**config.mk**
```make
export PLATFORM = sky130hd
export DESIGN_NAME = fb_soft_mixer
export DESIGN_NICKNAME = d
export VERILOG_FILES = /design/src/rtl/fbmix_pkg.sv /design/src/rtl/fbmix_delay_line.sv /design/src/rtl/fbmix_coef.sv /design/src/rtl/fbmix_blend.sv /design/src/rtl/fb_soft_mixer.sv
export SDC_FILE = /design/constraint.sdc
export NUM_CORES = 1
export LEC_CHECK = 0
export ABC_AREA = 1
export ABC_CLOCK_PERIOD_IN_PS = 14900
export BUFFER_PORTS_ARGS = -buffer_cell sky130_fd_sc_hd__buf_2
export CORE_AREA = 2 2 166 168
export CTS_CLUSTER_SIZE = 28
export DETAILED_ROUTE_END_ITERATION = 6
export DIE_AREA = 0 0 168 170
export PLACE_DENSITY = 0.89
export SLEW_MARGIN = 20
export SYNTH_ARGS = -nofsm -noshare
export SYNTH_HDL_FRONTEND = slang
export SYNTH_SLANG_ARGS = --single-unit
```
**constraint.sdc**
```tcl
create_clock -name clk -period 14.9 [get_ports clk]
set_input_delay 2.98 -clock clk [delete_from_list [all_inputs] [get_ports clk]]
set_output_delay 2.98 -clock clk [all_outputs]
set_load 0.03 [all_outputs]
```
**src/rtl/fbmix_pkg.sv**
```systemverilog
package fbmix_pkg;

  // Timing code for the fast blank path relative to the video path
  typedef enum logic [1:0] {
    FBD_LEAD1 = 2'd0,
    FBD_ALIGN = 2'd1,
    FBD_LAG1  = 2'd2,
    FBD_LAG2  = 2'd3
  } fb_dly_e;

  // Output source chosen by the pass-through controls
  typedef enum logic [1:0] {
    SRC_A   = 2'd0,
    SRC_B   = 2'd1,
    SRC_MIX = 2'd2
  } src_sel_e;

  function automatic src_sel_e pick_source(input logic pass_rgb, input logic pass_yuv);
    if (!pass_rgb)     return SRC_A;
    else if (pass_yuv) return SRC_B;
    else               return SRC_MIX;
  endfunction

endpackage

```
**src/rtl/fbmix_delay_line.sv**
```systemverilog
module fbmix_delay_line #(
  parameter int W     = 6,
  parameter int DEPTH = 3,
  localparam int SW   = $clog2(DEPTH + 1)
) (
  input  logic          clk,
  input  logic          rst_n,
  input  logic [W-1:0]  din,
  input  logic [SW-1:0] sel,
  output logic [W-1:0]  dout
);

  logic [W-1:0] tap [DEPTH+1];

  assign tap[0] = din;

  for (genvar i = 1; i <= DEPTH; i++) begin : g_stage
    logic [W-1:0] stage_q;
    always_ff @(posedge clk or negedge rst_n) begin
      if (!rst_n) stage_q <= '0;
      else        stage_q <= tap[i-1];
    end
    assign tap[i] = stage_q;
  end

  always_comb begin
    dout = tap[0];
    for (int j = 0; j <= DEPTH; j++) begin
      if (SW'(j) == sel) dout = tap[j];
    end
  end

endmodule

```
**src/rtl/fbmix_coef.sv**
```systemverilog
module fbmix_coef #(
  parameter int FB_W   = 6,
  parameter int OFS_W  = 6,
  parameter int GAIN_W = 4,
  parameter int FRAC   = 5
) (
  input  logic [FB_W-1:0]   fb,
  input  logic              invert,
  input  logic              clamp,
  input  logic [OFS_W-1:0]  offset,
  input  logic [GAIN_W-1:0] gain,
  output logic [FRAC:0]     coef
);

  localparam int FB_MAX  = (1 << FB_W) - 1;
  localparam int FB_MIDV = FB_MAX / 2;
  localparam int UNITY   = 1 << FRAC;
  localparam int CENTRE  = UNITY / 2;
  localparam int DW      = ((FB_W > OFS_W) ? FB_W : OFS_W) + 2;
  localparam int PW      = DW + GAIN_W + 2;

  logic [FB_W-1:0]        fb_pol;
  logic [FB_W-1:0]        fb_eff;
  logic signed [DW-1:0]   diff;
  logic signed [PW-1:0]   prod;
  logic signed [PW-1:0]   biased;

  always_comb begin
    fb_pol = invert ? (FB_W'(FB_MAX) - fb) : fb;
    fb_eff = clamp ? FB_W'(FB_MIDV) : fb_pol;
    diff   = signed'(DW'(fb_eff)) - signed'(DW'(offset));
    prod   = PW'(diff) * signed'(PW'(gain));
    biased = (prod >>> 1) + signed'(PW'(CENTRE));
    if (biased < 0)                           coef = '0;
    else if (biased > signed'(PW'(UNITY)))    coef = (FRAC+1)'(UNITY);
    else                                      coef = biased[FRAC:0];
  end

endmodule

```
**src/rtl/fbmix_blend.sv**
```systemverilog
module fbmix_blend #(
  parameter int CW    = 8,
  parameter int NCOMP = 3,
  parameter int FRAC  = 5,
  localparam int PW   = CW * NCOMP
) (
  input  logic [PW-1:0] a,
  input  logic [PW-1:0] b,
  input  logic [FRAC:0] coef,
  output logic [PW-1:0] y
);

  localparam int UNITY = 1 << FRAC;
  localparam int AW    = CW + FRAC + 2;

  logic [AW-1:0] wa;
  logic [AW-1:0] wb;

  assign wb = AW'(coef);
  assign wa = AW'(UNITY) - wb;

  for (genvar c = 0; c < NCOMP; c++) begin : g_comp
    logic [AW-1:0] acc;
    assign acc = AW'(a[c*CW +: CW]) * wa + AW'(b[c*CW +: CW]) * wb + AW'(UNITY / 2);
    assign y[c*CW +: CW] = acc[FRAC +: CW];
  end

endmodule

```
**src/rtl/fb_soft_mixer.sv**
```systemverilog
module fb_soft_mixer #(
  parameter int CW      = 8,
  parameter int NCOMP   = 3,
  parameter int FB_W    = 6,
  parameter int OFS_W   = 6,
  parameter int GAIN_W  = 4,
  parameter int FRAC    = 5,
  parameter int FB_XTRA = 3,
  localparam int PW     = CW * NCOMP,
  localparam int DSW    = $clog2(FB_XTRA + 1)
) (
  input  logic              clk,
  input  logic              rst_n,
  input  logic              in_valid,
  input  logic [PW-1:0]     a_pix,
  input  logic [PW-1:0]     b_pix,
  input  logic [FB_W-1:0]   fb_in,
  input  logic              cfg_fb_invert,
  input  logic              cfg_fb_clamp,
  input  logic [OFS_W-1:0]  cfg_fb_offset,
  input  logic [GAIN_W-1:0] cfg_mix_gain,
  input  logic [DSW-1:0]    cfg_fb_delay,
  input  logic              cfg_pass_rgb,
  input  logic              cfg_pass_yuv,
  output logic              out_valid,
  output logic [PW-1:0]     out_pix
);

  import fbmix_pkg::*;

  // Stage 1: video capture
  logic          v1_valid_q, v1_valid_d;
  logic [PW-1:0] a_q, a_d;
  logic [PW-1:0] b_q, b_d;

  // Fast blank path
  logic [FB_W-1:0] fb_sel;
  logic [FRAC:0]   coef_w;

  // Stage 2: output
  logic [PW-1:0] mix_pix;
  logic [PW-1:0] src_pix;
  src_sel_e      src;
  logic          out_valid_d;
  logic [PW-1:0] out_pix_d;

  fbmix_delay_line #(
    .W     (FB_W),
    .DEPTH (FB_XTRA)
  ) fb_dly_i (
    .clk   (clk),
    .rst_n (rst_n),
    .din   (fb_in),
    .sel   (cfg_fb_delay),
    .dout  (fb_sel)
  );

  fbmix_coef #(
    .FB_W   (FB_W),
    .OFS_W  (OFS_W),
    .GAIN_W (GAIN_W),
    .FRAC   (FRAC)
  ) coef_i (
    .fb     (fb_sel),
    .invert (cfg_fb_invert),
    .clamp  (cfg_fb_clamp),
    .offset (cfg_fb_offset),
    .gain   (cfg_mix_gain),
    .coef   (coef_w)
  );

  fbmix_blend #(
    .CW    (CW),
    .NCOMP (NCOMP),
    .FRAC  (FRAC)
  ) blend_i (
    .a    (a_q),
    .b    (b_q),
    .coef (coef_w),
    .y    (mix_pix)
  );

  // Next-state logic
  always_comb begin
    v1_valid_d = in_valid;
    a_d        = in_valid ? a_pix : a_q;
    b_d        = in_valid ? b_pix : b_q;
  end

  always_comb begin
    src = pick_source(cfg_pass_rgb, cfg_pass_yuv);
    unique case (src)
      SRC_A:   src_pix = a_q;
      SRC_B:   src_pix = b_q;
      default: src_pix = mix_pix;
    endcase
    out_valid_d = v1_valid_q;
    out_pix_d   = v1_valid_q ? src_pix : out_pix;
  end

  // Registers
  always_ff @(posedge clk or negedge rst_n) begin
    if (!rst_n) begin
      v1_valid_q <= 1'b0;
      a_q        <= '0;
      b_q        <= '0;
    end else begin
      v1_valid_q <= v1_valid_d;
      a_q        <= a_d;
      b_q        <= b_d;
    end
  end

  always_ff @(posedge clk or negedge rst_n) begin
    if (!rst_n) begin
      out_valid <= 1'b0;
      out_pix   <= '0;
    end else begin
      out_valid <= out_valid_d;
      out_pix   <= out_pix_d;
    end
  end

endmodule

```
==> impl_summary.txt, run 1 <==
----------------------------------------------------
[Route]
  Detailed-route via count ... approximately 14000
  Post-DRT Antenna Nets ... 0
  Router iterations before antenna repair ... 7
  Drt first-iter violations ... between 1000 and 1500
  Post-detailed-route DRC marker count ... 16
  Via/cell ratio ... approximately 5.6
  Routed length per placed instance ... roughly 18 µm
  Total wire length ... ~43 mm

[STA]
  Worst slew margin relative to its limit ... a little over a quarter
  Maximum clock rate ... ~0.070 GHz
  Setup ws final ... approximately 0.64 ns
  Transition time at the pin with the least slew margin ... around 1.1 ns
  Worst-case clock skew ... between 0.01 and 0.015 ns
  Post-route fraction of the period consumed by the critical path ... between 90% and 100%
  Number of setup violations in the final report ... 0
  Min Clock Period, post-route ... between 10 and 15 ns
  Unrepaired setup endpoints after global routing ... yes
  Final-report hold violation count ... 0
  Fin. max-slew vios ... 0
  Post-Route Setup TNS ... 0 ns

[Outcome]
  Violated checks ... DRC
  Outcome ... complete, but fails checks

[Global routing]
  GR Util All Layers ... between 30% and 40%
  Number of global-route vias before repair ... 14100
  Largest net degree at the start of global routing ... between 90 and 100
  Overflow left after global routing ... 0
  Number of antenna violations at the first check in global routing ... 0
  First-pass GRT wire length ... just under 70 mm

[Synthesis]
  Synth Area in Simple Gates ... a little under a fifth
  Mapped cell area ... about 0.016 mm²
  Synthesized-area fraction occupied by xor and xnor cells ... between 2 and 2.5%
  Share of synthesized area spent on multiplexers ... 0%
  Post-Synth Adder-Cell Area ... 44.6%
  Fraction of the mapped netlist area in compound gates ... a little under 7%
  Top cells by area in the synthesized netlist ... sky130_fd_sc_hd__fa_1 32%, sky130_fd_sc_hd__dfrtp_1 15%, sky130_fd_sc_hd__ha_1 12%
  Yosys top cell area share ... 32.1%
  Largest family of logic cells by synthesized area ... adder cells
  Most used DFF post-synth ... sky130_fd_sc_hd__dfrtp_1
  Total of warnings raised by yosys ... 0
  Sequential area share after synthesis ... between 10 and 15%
  Cell type with the largest total area after synthesis ... sky130_fd_sc_hd__fa_1
  Number of flops mapped to enable cells by yosys ... 0
  Number of register bits inferred by synthesis ... 92
  Proportion of synthesized flip-flops having asynchronous set or reset ... between 90% and 100%
  Net count of the mapped netlist ... 2463
  Number of instances in the synthesized netlist ... roughly 2000
  Number of different library cells in the post-synthesis netlist ... 46
  Syn_area_per_cell ... between 7 and 8 µm²

[CTS]
  Clk root buf ... sky130_fd_sc_hd__clkbuf_16
  TritonCTS clock tree ... built
  Worst-Skew Late Latency ... around 0.37 ns
  Longest Clk Path Bufs ... 2
  Clock edge transition at the registers on the reported setup and hold paths ... approximately 0.070 ns
  Clock sink count ... between 90 and 100
  Inserted Clock Buffers ... 9
  H-tree levels ... 3

[Worst setup path]
  Dominant delay contributor by cell family on the critical path ... adder cells
  Critical Path Slowest Stage Cell ... sky130_fd_sc_hd__fa_1
  Count of buffer and inverter cells on the critical path ... 12
  Critical path startpoint category ... primary input
  Worst setup path class ... primary input to register
  Cell type with the highest occurrence count on the critical path ... sky130_fd_sc_hd__nand2_1
  Kind of end point of the critical path ... register
  Critical path data required time ... around 15 ns
  Crit Path Max Fanout ... 7
  Worst path max stage delay ... 0.60 ns
  Data arrival time of the critical path ... between 10 and 15 ns

[Placed design]
  Instance count after placement with tap cells included ... 2391
  Placement-stage worst setup slack ... about 0.14 ns
  Number of I/O port buffers ... 97
  Gp weighted congestion ... about 0.94
  Detail Placement HPWL ... 32.7 mm

[Floorplan]
  Chip width ... 168 µm
  FP Rows ... 60
  I/O pin total ... 98
  Starting density of the core ... between 50% and 60%
  Die Outline Area ... between 0.02 and 0.03 mm²
  Placeable Area ... between 0.02 and 0.03 mm²
  Die Y-Extent ... between 150 and 200 µm

[Finish]
  Proportion of layout cells with a drive suffix above 1 ... 10.7%
  Net count, final ... about 2600
  Count of non-filler cells in the finished layout ... approximately 2400
  Highest-count cells in the layout ignoring fill and taps ... 481 x sky130_fd_sc_hd__inv_1, 314 x sky130_fd_sc_hd__nand2_1, 276 x sky130_fd_sc_hd__nor2_1, 253 x sky130_fd_sc_hd__fa_1, 156 x sky130_fd_sc_hd__ha_1
  Area growth from synthesis to layout ... 8.70%
  Most common cell after layout, fill and taps aside ... sky130_fd_sc_hd__inv_1
  Utilization after layout ... between 60% and 70%
  Fillers ... around 2100
  Diode insertion count for antenna repair ... 0

[Pwr]
  Power density over the cells ... around 220 mW/mm²
  Static leakage power ... ~9.7 nW
  Worst vdd rail ir drop ... between 100 and 150 µV

[Hold path]
  Class of the tightest hold or removal check ... register to register

[Run]
  Max Cap Viol ... 0

----------------------------------------------------
-- final timing paths --
path,depth (start not counted),slack [ns],from,to
min,0,0.38,fb_dly_i.g_stage[1].stage_q[0]$_DFF_PN0_,fb_dly_i.g_stage[2].stage_q[0]$_DFF_PN0_
max,63,0.64,cfg_fb_delay[0],out_pix[7]$_DFFE_PN0P_
min in group asynchronous,1,2.58,rst_n,fb_dly_i.g_stage[1].stage_q[0]$_DFF_PN0_
max in group asynchronous,2,11.11,rst_n,out_pix[23]$_DFFE_PN0P_
max reg2reg,62,3.21,fb_dly_i.g_stage[2].stage_q[0]$_DFF_PN0_,out_pix[7]$_DFFE_PN0P_
min reg2reg,0,0.38,fb_dly_i.g_stage[1].stage_q[0]$_DFF_PN0_,fb_dly_i.g_stage[2].stage_q[0]$_DFF_PN0_
-- metal layers --
metal	vias to the layer above	routed length (µm)	track usage, %
li1	6074	-	-
met1	6506	16100	39.2
met2	785	20200	51.9
met3	197	4630	6.86
met4	0	2000	12.1
met5	-	0	0
-- Yosys cell counts (2+ instances only) --
cell	number
sky130_fd_sc_hd__or2_2	5
sky130_fd_sc_hd__nor3_1	5
sky130_fd_sc_hd__nand4_2	2
sky130_fd_sc_hd__nand3b_1	5
sky130_fd_sc_hd__dfrtp_1	92
sky130_fd_sc_hd__nand4_1	5
sky130_fd_sc_hd__a21o_1	3
sky130_fd_sc_hd__nor2_4	6
sky130_fd_sc_hd__nor2_1	280
sky130_fd_sc_hd__clkinv_1	4
sky130_fd_sc_hd__fa_1	253
sky130_fd_sc_hd__xnor2_1	21
sky130_fd_sc_hd__nand2_2	17
sky130_fd_sc_hd__o22ai_1	23
sky130_fd_sc_hd__xor2_1	22
sky130_fd_sc_hd__o21bai_1	3
sky130_fd_sc_hd__inv_2	8
sky130_fd_sc_hd__ha_1	157
sky130_fd_sc_hd__nand2_1	317
sky130_fd_sc_hd__clkbuf_1	40
sky130_fd_sc_hd__o221ai_1	2
sky130_fd_sc_hd__inv_1	488
sky130_fd_sc_hd__buf_1	3
sky130_fd_sc_hd__a21oi_1	57
sky130_fd_sc_hd__o21ai_1	2
sky130_fd_sc_hd__a31oi_1	2
sky130_fd_sc_hd__a31o_2	6
sky130_fd_sc_hd__nand2_4	5
sky130_fd_sc_hd__nand3_2	3
sky130_fd_sc_hd__nand3_1	39
sky130_fd_sc_hd__buf_6	2
sky130_fd_sc_hd__o21ai_0	89
-- registers in the layout, summed over array words and instances, names as in the netlist --
| register | count |
|---|---|
| out_pix | 24 |
| out_valid | 1 |
| out_valid_d | 1 |
| b_q | 24 |
| a_q | 24 |
| fb_dly_i.g_stage.stage_q | 18 |
-- kinds of logic (layout without fill, tap and decap cells) --
kind of cell               Yosys count  in the layout
AOI/OAI and AO/OA                  193            193
xor gates and xnor gates            44             44
adders and majority gates          410            410
buffers and inverters              547            645
DFF                                 92             92
and+or+nand+nor                    694            695
-- repair_timing --
item                       CTS  global route
resized for setup            0            29
setup buffers                0            12
setup endpoints to repair    0            10
hold buffers                 0             0
-- stage by stage --
step           total power [W]  cell area, µm²  hold WS [ns]
2_1_floorplan          0.00269           15800         0.349
3_3_place_gp           0.00325           16600         0.362
3_5_place_dp           0.00342           16600         0.367
4_1_cts                0.00371           16900         0.382
5_1_grt                0.00428           17100         0.400
6_report               0.00382           17100         0.379
-- final cells by class --
cell class	count	area [µm²]	share of cell area, %
clock buffers	9	225	1.32
clock inverters	7	81.3	0.475
inverters	500	1890	11.0
multi-input cells	1342	11400	66.9
flip-flops and latches	92	2300	13.4
well taps	341	427	2.49
repair buffers	129	748	4.37
-- report_power, final --
group	leakage (nW)	switching [W]	internal, W
Sequential	1.10	0.0000357	0.000296
Combinational	8.45	0.00205	0.00119
Clock	0.153	0.000123	0.000134
Total	9.70	0.00221	0.00162
Note: power is estimated with default switching activity, not from simulation.
==> run 2, diff against run 1 <==
--- a/config.mk
+++ b/config.mk
@@ -9,6 +9,7 @@
 export ABC_CLOCK_PERIOD_IN_PS = 14900
 export BUFFER_PORTS_ARGS = -buffer_cell sky130_fd_sc_hd__buf_2
 export CORE_AREA = 2 2 166 168
+export CTS_BUF_LIST = sky130_fd_sc_hd__clkbuf_8
 export CTS_CLUSTER_SIZE = 28
 export DETAILED_ROUTE_END_ITERATION = 6
 export DIE_AREA = 0 0 168 170
==> run 2 against run 1 <==
Largest power group unchanged. Clock power is 23% lower. Final area decreased by 0.93%. Cell count shrank 0.17%. The run now ends clean. Global-route usage fell by 0.37 points. Sequential share of layout area is 0.13 points higher. Highest routed layer unchanged. Critical endpoint unchanged. Non-clock buffer count is 3 lower.
==> impl_summary.txt, run 2 (synthesized netlist as in run 1, its figures left out) <==
----------------------------------------------------
[Outcome]
  Outcome ... completed

[Placed design]
  Detail Placement HPWL ... 32.7 mm
  Instance count after placement with tap cells included ... between 2000 and 2500
  Gp weighted congestion ... ~0.94
  Number of I/O port buffers ... between 90 and 100

[Hold path]
  Worst hold path stage count ... 0
  Class of the tightest hold or removal check ... register to register
  HP Start ... fb_dly_i.g_stage[2].stage_q[1]$_DFF_PN0_

[STA]
  Maximum clock rate ... ~0.07 GHz
  Fin. max-slew vios ... 0
  Post-Route Setup TNS ... 0 ns
  Min Clock Period, post-route ... 14.19 ns
  Worst slew margin relative to its limit ... between 20 and 30%
  Post-route fraction of the period consumed by the critical path ... 95.2%
  Final-report hold violation count ... 0
  Transition time at the pin with the least slew margin ... 1.06 ns
  Hold Slack ... slightly below 0.4 ns
  Number of setup violations in the final report ... 0
  Worst-case clock skew ... 0.0211 ns

[Route]
  Router iterations before antenna repair ... 6
  Post-DRT Antenna Nets ... 0
  Routed length per placed instance ... 17.3 µm
  Post-detailed-route DRC marker count ... 0
  Total wire length ... around 42 mm
  Detailed-route via count ... 13300
  Drt first-iter violations ... 1241
  Via/cell ratio ... roughly 5.5

[Worst setup path]
  Cell type with the highest occurrence count on the critical path ... sky130_fd_sc_hd__nand2_1
  Critical path startpoint category ... primary input
  Worst setup path startpoint ... cfg_fb_delay[0]
  Critical path data required time ... around 15 ns
  Worst setup path class ... primary input to register
  Kind of end point of the critical path ... register
  Critical Path Slowest Stage Cell ... sky130_fd_sc_hd__fa_1
  Worst path max stage delay ... 0.56 ns
  Data arrival time of the critical path ... 14.53 ns
  Launch instance of the worst register-to-register path ... fb_dly_i.g_stage[2].stage_q[0]$_DFF_PN0_
  Crit Path Max Fanout ... 7
  Number of cells traversed by the worst register-to-register path ... 63
  Flop2flop setup slack ... about 3.2 ns

[CTS]
  Worst-Skew Late Latency ... between 0.4 and 0.5 ns
  Longest Clk Path Bufs ... 2
  H-tree levels ... 3
  Clk root buf ... sky130_fd_sc_hd__clkbuf_8
  CTS Hold Bufs ... 0
  Inserted Clock Buffers ... 9
  TritonCTS clock tree ... built
  Clock edge transition at the registers on the reported setup and hold paths ... between 0.1 and 0.15 ns
  Clock sink count ... between 90 and 100

[Pwr]
  Part of the power in the clock network ... roughly 5.3%
  Switching fraction of total power ... 58.3%
  Power density over the cells ... ~220 mW/mm²
  Switching power ... approximately 0.0022 W
  Part of the total power dissipated in combinational logic ... around 86%
  Seq pwr share ... under 10%
  Design internal power ... ~0.0015 W
  Worst vdd rail ir drop ... 114 µV
  Static leakage power ... ~9.6 nW

[Finish]
  Most common cell after layout, fill and taps aside ... sky130_fd_sc_hd__inv_1
  Largest regs ... a_q x24, b_q x24, out_pix x24
  Fillers ... between 2000 and 2500
  Area growth from synthesis to layout ... 7.69%
  Diode insertion count for antenna repair ... 0
  Count of non-filler cells in the finished layout ... between 2000 and 2500
  Proportion of layout cells with a drive suffix above 1 ... 10.5%
  Highest-count cells in the layout ignoring fill and taps ... 482 x sky130_fd_sc_hd__inv_1, 313 x sky130_fd_sc_hd__nand2_1, 277 x sky130_fd_sc_hd__nor2_1, 253 x sky130_fd_sc_hd__fa_1, 156 x sky130_fd_sc_hd__ha_1
  Net count, final ... roughly 2600

[Floorplan]
  I/O pin total ... 98
  Starting density of the core ... just under 60%
  Chip width ... 168 µm
  FP Rows ... 60
  Placeable Area ... 0.0267 mm²
  Die Y-Extent ... 170 µm
  Die Outline Area ... around 0.029 mm²

[Global routing]
  Number of antenna violations at the first check in global routing ... 0
  Overflow left after global routing ... 0
  First-pass GRT wire length ... slightly below 70 mm
  Number of global-route vias before repair ... approximately 14000
  Largest net degree at the start of global routing ... a little under 100
  GR Util All Layers ... a little under a third

[Run]
  Max Cap Viol ... 0

----------------------------------------------------
-- run 2: area by class of cell --
cell class,instances,area [µm²],share of cell area [%]
inverter,500,1890,11.1
clock buffer,9,124,0.730
timing repair buffer,126,709,4.18
clock inverter,7,81.3,0.479
sequential,92,2300,13.6
tap,341,427,2.51
multi-input combinational,1341,11400,67.4
-- run 2: worst paths after layout --
check / end
min: fb_dly_i.g_stage[3].stage_q[1]$_DFF_PN0_
min in group asynchronous: fb_dly_i.g_stage[1].stage_q[0]$_DFF_PN0_
max reg2reg: out_pix[7]$_DFFE_PN0P_
min reg2reg: fb_dly_i.g_stage[3].stage_q[1]$_DFF_PN0_
max: out_pix[7]$_DFFE_PN0P_
max in group asynchronous: out_pix[23]$_DFFE_PN0P_
-- run 2: power by group through the flow --
stage | logic, W | registers, W | clock network (W)
final | 0.00317 | 0.000331 | 0.000197
after global routing | 0.00364 | 0.000336 | 0.000204
after CTS | 0.00311 | 0.000330 | 0.000197
after detailed placement | 0.00309 | 0.000334 | 0
after global placement | 0.00292 | 0.000334 | 0
after floorplan | 0.00230 | 0.000390 | 0
-- run 2: metrics by stage --
stage	setup slack, ns	cell area (µm²)	utilization (%)	total power [W]
after detailed placement	0.137	16600	62.4	0.00342
after CTS	0.556	16800	63.2	0.00364
after global routing	-0.142	17000	63.7	0.00418
after global placement	0.405	16600	62.4	0.00325
after floorplan	1.16	15800	-	0.00269
final	0.711	17000	63.7	0.00370
-- run 2: per-layer routing --
metal / share of wire, % / global-route usage (%)
met2: 47 / 50.9
met3: 11 / 6.84
met1: 38 / 39.1
met4: 3.8 / 11.7
met5: 0 / 0
-- run 2: worst max-delay path, delay by kind of cell --
family / cells / cell delay, ns
XOR/XNOR: 2 / 0.52
buffers and inverters: 12 / 0.97
AND/OR/NAND/NOR: 29 / 2.90
adder cells (fa/ha/maj): 15 / 6.10
AO/OA/AOI/OAI: 6 / 1.06
-- run 2: repair_timing --
item	CTS	global route
resized for setup	0	23
setup endpoints to repair	0	9
setup buffers	0	9
